## config.mk

```make
export PLATFORM = sky130hd
export DESIGN_NAME = event_cause_unit
export DESIGN_NICKNAME = d
export VERILOG_FILES = /design/src/rtl/evtu_pkg.sv /design/src/rtl/evtu_rst_sync.sv /design/src/rtl/evtu_addr_dec.sv /design/src/rtl/evtu_cause_reg.sv /design/src/rtl/evtu_plain_reg.sv /design/src/rtl/evtu_irq_combine.sv /design/src/rtl/evtu_rd_mux.sv /design/src/rtl/event_cause_unit.sv
export SDC_FILE = /design/constraint.sdc
export NUM_CORES = 1
export LEC_CHECK = 0
export BUFFER_PORTS_ARGS = -buffer_cell sky130_fd_sc_hd__buf_2
export CAP_MARGIN = 30
export CELL_PAD_IN_SITES_DETAIL_PLACEMENT = 1
export CELL_PAD_IN_SITES_GLOBAL_PLACEMENT = 2
export CORE_MARGIN = 8
export CORE_UTILIZATION = 31
export DETAILED_ROUTE_END_ITERATION = 16
export PLACE_DENSITY_LB_ADDON = 0.3
export SKIP_LAST_GASP = 1
export SLEW_MARGIN = 20
export SYNTH_ARGS = -nofsm -noshare
export SYNTH_HDL_FRONTEND = slang
export SYNTH_SLANG_ARGS = --single-unit
```

## constraint.sdc

```tcl
create_clock -name clk -period 4 [get_ports clk]
set_clock_uncertainty 0.1 [all_clocks]
set_input_delay 0.6 -clock clk [delete_from_list [all_inputs] [get_ports clk]]
set_output_delay 0.6 -clock clk [all_outputs]
set_load 0.05 [all_outputs]
```

## src/rtl/evtu_pkg.sv

```systemverilog
package evtu_pkg;
  localparam int ADDR_W  = 8;
  localparam int DATA_W  = 32;
  localparam logic [ADDR_W-1:0] OFF_SWRST = 8'h30;
  localparam logic [ADDR_W-1:0] OFF_CAUSE = 8'h50;
  localparam logic [ADDR_W-1:0] OFF_MASK  = 8'h54;

  typedef struct packed {
    logic cause;
    logic mask;
    logic swrst;
  } reg_sel_t;
endpackage

```

## src/rtl/evtu_rst_sync.sv

```systemverilog
module evtu_rst_sync #(
  parameter int STAGES = 2
) (
  input  logic clk,
  input  logic rst_n,
  output logic rst_sync_n
);
  logic [STAGES-1:0] sync_q;
  logic [STAGES-1:0] sync_d;

  always_comb begin
    sync_d = {sync_q[STAGES-2:0], 1'b1};
  end

  always_ff @(posedge clk or negedge rst_n) begin
    if (!rst_n) sync_q <= '0;
    else        sync_q <= sync_d;
  end

  assign rst_sync_n = sync_q[STAGES-1];
endmodule

```

## src/rtl/evtu_addr_dec.sv

```systemverilog
module evtu_addr_dec
  import evtu_pkg::*;
(
  input  logic [ADDR_W-1:0] addr,
  input  logic              wr,
  output reg_sel_t          rd_sel,
  output reg_sel_t          wr_sel
);
  always_comb begin
    rd_sel.cause = (addr == OFF_CAUSE);
    rd_sel.mask  = (addr == OFF_MASK);
    rd_sel.swrst = (addr == OFF_SWRST);
    wr_sel.cause = wr & rd_sel.cause;
    wr_sel.mask  = wr & rd_sel.mask;
    wr_sel.swrst = wr & rd_sel.swrst;
  end
endmodule

```

## src/rtl/evtu_cause_reg.sv

```systemverilog
module evtu_cause_reg #(
  parameter int N = 7
) (
  input  logic         clk,
  input  logic         rst_n,
  input  logic         wr_en,
  input  logic [N-1:0] wdata,
  input  logic [N-1:0] event_in,
  output logic [N-1:0] cause_q
);
  logic [N-1:0] cause_d;
  logic [N-1:0] cause_en;

  for (genvar i = 0; i < N; i++) begin : g_bit
    always_comb begin
      cause_en[i] = wr_en | event_in[i];
      if (event_in[i])  cause_d[i] = 1'b1;
      else if (wr_en)   cause_d[i] = wdata[i];
      else              cause_d[i] = cause_q[i];
    end

    always_ff @(posedge clk or negedge rst_n) begin
      if (!rst_n)            cause_q[i] <= 1'b0;
      else if (cause_en[i])  cause_q[i] <= cause_d[i];
    end
  end
endmodule

```

## src/rtl/evtu_plain_reg.sv

```systemverilog
module evtu_plain_reg #(
  parameter int            W        = 7,
  parameter logic [W-1:0]  RST_VAL  = '0
) (
  input  logic         clk,
  input  logic         rst_n,
  input  logic         wr_en,
  input  logic [W-1:0] wdata,
  output logic [W-1:0] q
);
  logic [W-1:0] d;

  always_comb begin
    d = wr_en ? wdata : q;
  end

  always_ff @(posedge clk or negedge rst_n) begin
    if (!rst_n)     q <= RST_VAL;
    else if (wr_en) q <= d;
  end
endmodule

```

## src/rtl/evtu_irq_combine.sv

```systemverilog
module evtu_irq_combine #(
  parameter int N = 7
) (
  input  logic [N-1:0] cause,
  input  logic [N-1:0] mask,
  output logic         irq
);
  logic [N-1:0] pend;

  always_comb begin
    pend = cause & mask;
    irq  = |pend;
  end
endmodule

```

## src/rtl/evtu_rd_mux.sv

```systemverilog
module evtu_rd_mux
  import evtu_pkg::*;
#(
  parameter int N     = 7,
  parameter int RST_W = 32
) (
  input  reg_sel_t           sel,
  input  logic [N-1:0]       cause,
  input  logic [N-1:0]       mask,
  input  logic [RST_W-1:0]   swrst,
  output logic [DATA_W-1:0]  rdata
);
  always_comb begin
    rdata = '0;
    if (sel.cause)      rdata = DATA_W'(cause);
    else if (sel.mask)  rdata = DATA_W'(mask);
    else if (sel.swrst) rdata = DATA_W'(swrst);
  end
endmodule

```

## src/rtl/event_cause_unit.sv

```systemverilog
module event_cause_unit
  import evtu_pkg::*;
#(
  parameter int NUM_SRC = 7,
  parameter int RST_W   = 32
) (
  input  logic              clk,
  input  logic              rst_n,
  input  logic [7:0]        reg_addr,
  input  logic              reg_wr,
  input  logic [31:0]       reg_wdata,
  output logic [31:0]       reg_rdata,
  input  logic [NUM_SRC-1:0] event_in,
  output logic              irq_out,
  output logic [RST_W-1:0]  sub_rst_n
);
  logic               rst_sync_n;
  reg_sel_t           rd_sel;
  reg_sel_t           wr_sel;
  logic [NUM_SRC-1:0] cause_q;
  logic [NUM_SRC-1:0] mask_q;

  evtu_rst_sync #(.STAGES(2)) u_rst (
    .clk(clk), .rst_n(rst_n), .rst_sync_n(rst_sync_n)
  );

  evtu_addr_dec u_dec (
    .addr(reg_addr), .wr(reg_wr), .rd_sel(rd_sel), .wr_sel(wr_sel)
  );

  evtu_cause_reg #(.N(NUM_SRC)) u_cause (
    .clk(clk), .rst_n(rst_sync_n), .wr_en(wr_sel.cause),
    .wdata(reg_wdata[NUM_SRC-1:0]), .event_in(event_in), .cause_q(cause_q)
  );

  evtu_plain_reg #(.W(NUM_SRC), .RST_VAL('0)) u_mask (
    .clk(clk), .rst_n(rst_sync_n), .wr_en(wr_sel.mask),
    .wdata(reg_wdata[NUM_SRC-1:0]), .q(mask_q)
  );

  evtu_plain_reg #(.W(RST_W), .RST_VAL('1)) u_swrst (
    .clk(clk), .rst_n(rst_sync_n), .wr_en(wr_sel.swrst),
    .wdata(reg_wdata[RST_W-1:0]), .q(sub_rst_n)
  );

  evtu_irq_combine #(.N(NUM_SRC)) u_irq (
    .cause(cause_q), .mask(mask_q), .irq(irq_out)
  );

  evtu_rd_mux #(.N(NUM_SRC), .RST_W(RST_W)) u_rd (
    .sel(rd_sel), .cause(cause_q), .mask(mask_q), .swrst(sub_rst_n),
    .rdata(reg_rdata)
  );
endmodule

```

# Yosys cells after proc, flatten, opt, wreduce, memory -nomap -nowiden
# Index checks and enable logic that the tools add are counted.
# totals
input_bits,50
word_cells,56
register_bits,48
# op_classes
eq_ne,3
n_mux,17
bitwise_logic,11
reduce_logical,15
# ops
cell,n
$mux 32,3
$eq 8x7->1 const B,2
$mux 1,14
$reduce_and 2->1,7
$reduce_bool 2->1,7
$eq 8x6->1 const B,1
$and 7x7->7,1
$or 1x1->1,7
$reduce_or 7->1,1
$and 1x1->1,3

# Logic depth before layout (Yosys ltp)
# logic_depth
word_depth,4
ltp_mapped,4
mapped_depth_nobuf,3

# Modules after synthesis
# From an unflattened synthesis, not the netlist that was laid out.
# unflattened
cells_unflattened,183
hier_area_um2,2551.2
# by_module_without_submodules
module,cells_each,n_inst,seq_area_each_um2,area_each_um2
evtu_plain_reg at u_swrst,68,1,840.8,1385.1
evtu_rd_mux,59,1,0.0,410.4
evtu_cause_reg,22,1,175.2,296.5
evtu_plain_reg at u_mask,15,1,175.2,291.5
evtu_addr_dec,12,1,0.0,83.8
evtu_rst_sync,3,1,50.0,53.8
evtu_irq_combine,4,1,0.0,30.0

# Worst setup path after synthesis
# No wires, ideal clock.
# synth_timing
kind,input-to-output
start,input reg_addr[3]
end,output reg_rdata[11]
path_stages,4
arrival_time_ns,1.874
path_buffers,2
t_required_ns,3.300
slack_ns,1.426
path_cell_list,nor4_4 buf_2 clkbuf_1 and3_1
# synth_via
elab_chain_cells,4
word_cells_on_any_way,6
# synth_lines
item,line_no,text
from (decl),event_cause_unit.sv:9,"input logic [7:0] reg_addr,"
$eq 8x6->1,evtu_addr_dec.sv:12,rd_sel.swrst = (addr == OFF_SWRST);
$mux 32,evtu_rd_mux.sv:17,else if (sel.swrst) rdata = DATA_W'(swrst);
$mux 32,evtu_rd_mux.sv:16,else if (sel.mask) rdata = DATA_W'(mask);
$mux 32 (*),evtu_rd_mux.sv:15,if (sel.cause) rdata = DATA_W'(cause);
to (decl),event_cause_unit.sv:12,"output logic [31:0] reg_rdata,"
# Mark *: on every way between the ends. The rest lies on a longest branch, timed or not.

# Final worst setup path
# layout_timing
start,input reg_addr[6]
end,output reg_rdata[5]
# Same word-level chain as after synthesis.

==> flow_metrics.env <==
export IMPL_status="finished clean"
export IMPL_setup_tns_final_ns=0
export IMPL_synth_warning_count=0
export IMPL_start_util=0.3174
export IMPL_cp_data_arrival_time_ns=2.18
export IMPL_slew_viol_final=0
export IMPL_cts_tree="yes"
export IMPL_cp_slowest_cell="and2_0"
export IMPL_num_vias=1960
export IMPL_grt_usage=0.1401
export IMPL_cpPeakStageDelay_ns=0.44
export IMPL_die_width_um=104.5
export IMPL_drive_above_1_share=0.6886
export IMPL_hp_start="u_rst.sync_q[0]"
export IMPL_htree_levels=2
export IMPL_max_cap_violations=0
export IMPL_drt_iter0_drc=69
export IMPL_slew_headroom=0.5515
export IMPL_final_nets=338
export IMPL_grt_pass1_wl_um=12400
export IMPL_syn_nets=228
export IMPL_finalSetupViolCount=0
export IMPL_path_class="in -> out"
export IMPL_hold_path_class="reg -> reg"
export IMPL_yosysSeqAreaShare=0.5113
export IMPL_worst_setup_path_start_kind="primary input"
export IMPL_wl_per_cell_um=19.22
export IMPL_finalCritPeriodShare=0.7202
export IMPL_cp_common_cell="buf_2"
export IMPL_syn_area_um2=2427
export IMPL_tightest_slew_ns=0.6728
export IMPL_dpl_cell_count=382
export IMPL_r2r_end="u_swrst.q[19]"
export IMPL_post_dp_hpwl_um=5531
export IMPL_r2r_slack_ns=3.10
export IMPL_r2r_start="u_rst.sync_q[1]"
export IMPL_clockBufferDepth=2
export IMPL_row_count=32
export IMPL_fin_crit_ns=2.881
export IMPL_area_growth_syn_to_layout_pct=31.08
export IMPL_cts_root_buf="clkbuf_8"
export IMPL_via_per_inst=5.013
export IMPL_gp_congestion=0.6975
export IMPL_fin_cells=391
export IMPL_rsz0062_at_grt="false"
export IMPL_clkTransAtPathRegs_ns=0.08
export IMPL_r2r_cells=1
export IMPL_coreArea_um2=7647
export IMPL_final_antenna_net_count=0
export IMPL_antenna_found_initial=0
export IMPL_cp_num_buf_inv=3
export IMPL_ys_ff_latch=48
export IMPL_holdPathEnd="u_rst.sync_q[1]"
export IMPL_cp_cell_sequence="buf_2 -> and4bb_2 -> buf_4 -> and2_0 -> a221o_1 -> buf_2"
export IMPL_numCtsBuffers=5
export IMPL_port_buffer_count=114
export IMPL_min_path_cells=0
export IMPL_crit_path_start="reg_addr[6]"
export IMPL_cts_sinks=48
export IMPL_vdd_ir_drop_max_v=0.0001351
export IMPL_avgSynthCellArea_um2=13.64
export IMPL_finalWorstSetupSlack_ns=1.119
export IMPL_power_per_cell_area_nw_per_um2=317.1
export IMPL_final_cell_mix="buf_2, and3_1, dfstp_2"
export IMPL_dr_pass1_iters=4
export IMPL_fp_dieH_um=104.5
export IMPL_pin_count=115
export IMPL_synth_cell_type_count=25
export IMPL_antenna_cells=0
export IMPL_die_area_um2=10920
export IMPL_register_area_um2=1242
export IMPL_postRouteWirelength_um=7516
export IMPL_grt_max_degree=41
export IMPL_final_hold_viol_count=0
export IMPL_mostFrequentLayoutCell="buf_2"
export IMPL_clk_latency_ns=0.29
export IMPL_max_freq_mhz=347.1
export IMPL_crit_family="simple AND/OR/NAND/NOR gates"
export IMPL_fill_cells=861
export IMPL_multi_input_area_um2=1102
export IMPL_required_ns=3.30
export IMPL_worst_setup_path_end_kind="output pin"
export IMPL_place_ws_ns=1.091
export IMPL_drcViolationCount=0
export IMPL_grt_pass1_vias=2256
export IMPL_critPathMaxFanout=27
export IMPL_synthesis_instances=178
export IMPL_overflow=0
export IMPL_p_leak_nw=1.756
==> synthesized netlist by cell type <==
library cell   n  area [um2]
mux2_2         9       101.4
a22oi_1        2       15.01
mux2_4        30       450.4
nand2_1        7       26.28
nor3_1         1       5.000
a221o_1        7       70.07
o31ai_1        7       52.55
nand3_4        1       17.52
a41oi_1        7       61.31
dfstp_2       32       840.8
and3_1        33       206.5
or4bb_1        1       11.26
nand3_1        1       5.000
inv_1          1       3.750
a222oi_1       1       10.01
clkbuf_1      11       41.29
or4_1          1       7.510
buf_2          1       5.000
nand4_1        1       6.260
and4bb_2       2       25.02
buf_6          3       33.78
and2_0         1       6.260
nor4_4         1       21.27
conb_1         1       3.750
dfrtp_1       16       400.4
==> stage by stage <==
| stage | power, mW | area (um2) | utilization | hold WS (ns) |
|---|---|---|---|---|
| finish | 1.009 | 3182 | 0.4161 | 0.2537 |
| global route | 1.060 | 3182 | 0.4161 | 0.2674 |
| CTS | 1.026 | 3182 | 0.4161 | 0.2570 |
| detailed placement | 0.7207 | 3082 | 0.4030 | 0.2377 |
| global placement | 0.7149 | 3062 | 0.4004 | 0.2335 |
| floorplan | 0.6556 | 2427 | - | 0.2044 |
==> worst max path at each step <==
stage	to	cells past startpoint	slack (ns)
4_1_cts	reg_rdata[1]	6	1.09
5_1_grt	reg_rdata[5]	6	0.95
6_report	reg_rdata[5]	6	1.12
3_5_place_dp	reg_rdata[1]	6	1.09
2_1_floorplan	reg_rdata[11]	4	1.43
3_3_place_gp	reg_rdata[1]	6	1.12
==> power by group <==
group          total, mW  internal, mW  switching, mW
Combinational      0.173        0.0616          0.112
Clock              0.298         0.141          0.157
Sequential         0.537         0.518         0.0194
Total               1.01         0.721          0.288
==> registers in the layout, indices dropped and copies added, names as in the netlist <==
signal / flops
u_cause.cause_q: 7
u_mask.q: 7
u_rst.sync_q: 2
u_swrst.q: 32
==> logic make-up (layout without fill, tap and decap cells) <==
kind of cell / after synthesis / after routing / share of synthesized area
flip-flops: 48 / 48 / 0.5113
AND/OR/NAND/NOR: 50 / 50 / 0.1392
other: 1 / 1 / 0.001545
multiplexers: 39 / 39 / 0.2273
buffers and inverters: 16 / 127 / 0.03453
AO/OA/AOI/OAI: 24 / 24 / 0.08608
==> routing by layer <==
layer	share of wire	vias to the layer above	track usage
li1	-	900	-
met1	0.40	996	0.1559
met2	0.52	60	0.2464
met3	0.078	4	0.05638
met4	0.0051	0	0.02482
met5	0	-	0
==> layout make-up <==
cell class,instances,area share
Sequential cell,48,0.3905
Multi-Input combinational cell,114,0.3464
Inverter,1,0.001180
Timing Repair Buffer,118,0.1935
Clock buffer,8,0.02831
Tap cell,102,0.04011
==> what timing repair did <==
| action | CTS | global route |
|---|---|---|
| resized for setup | 0 | 0 |
| setup buffers | 0 | 0 |
| hold endpoints to repair | 2 | 0 |
| hold buffers | 1 | 0 |
No activity file was read; power rests on OpenSTA's default activity.
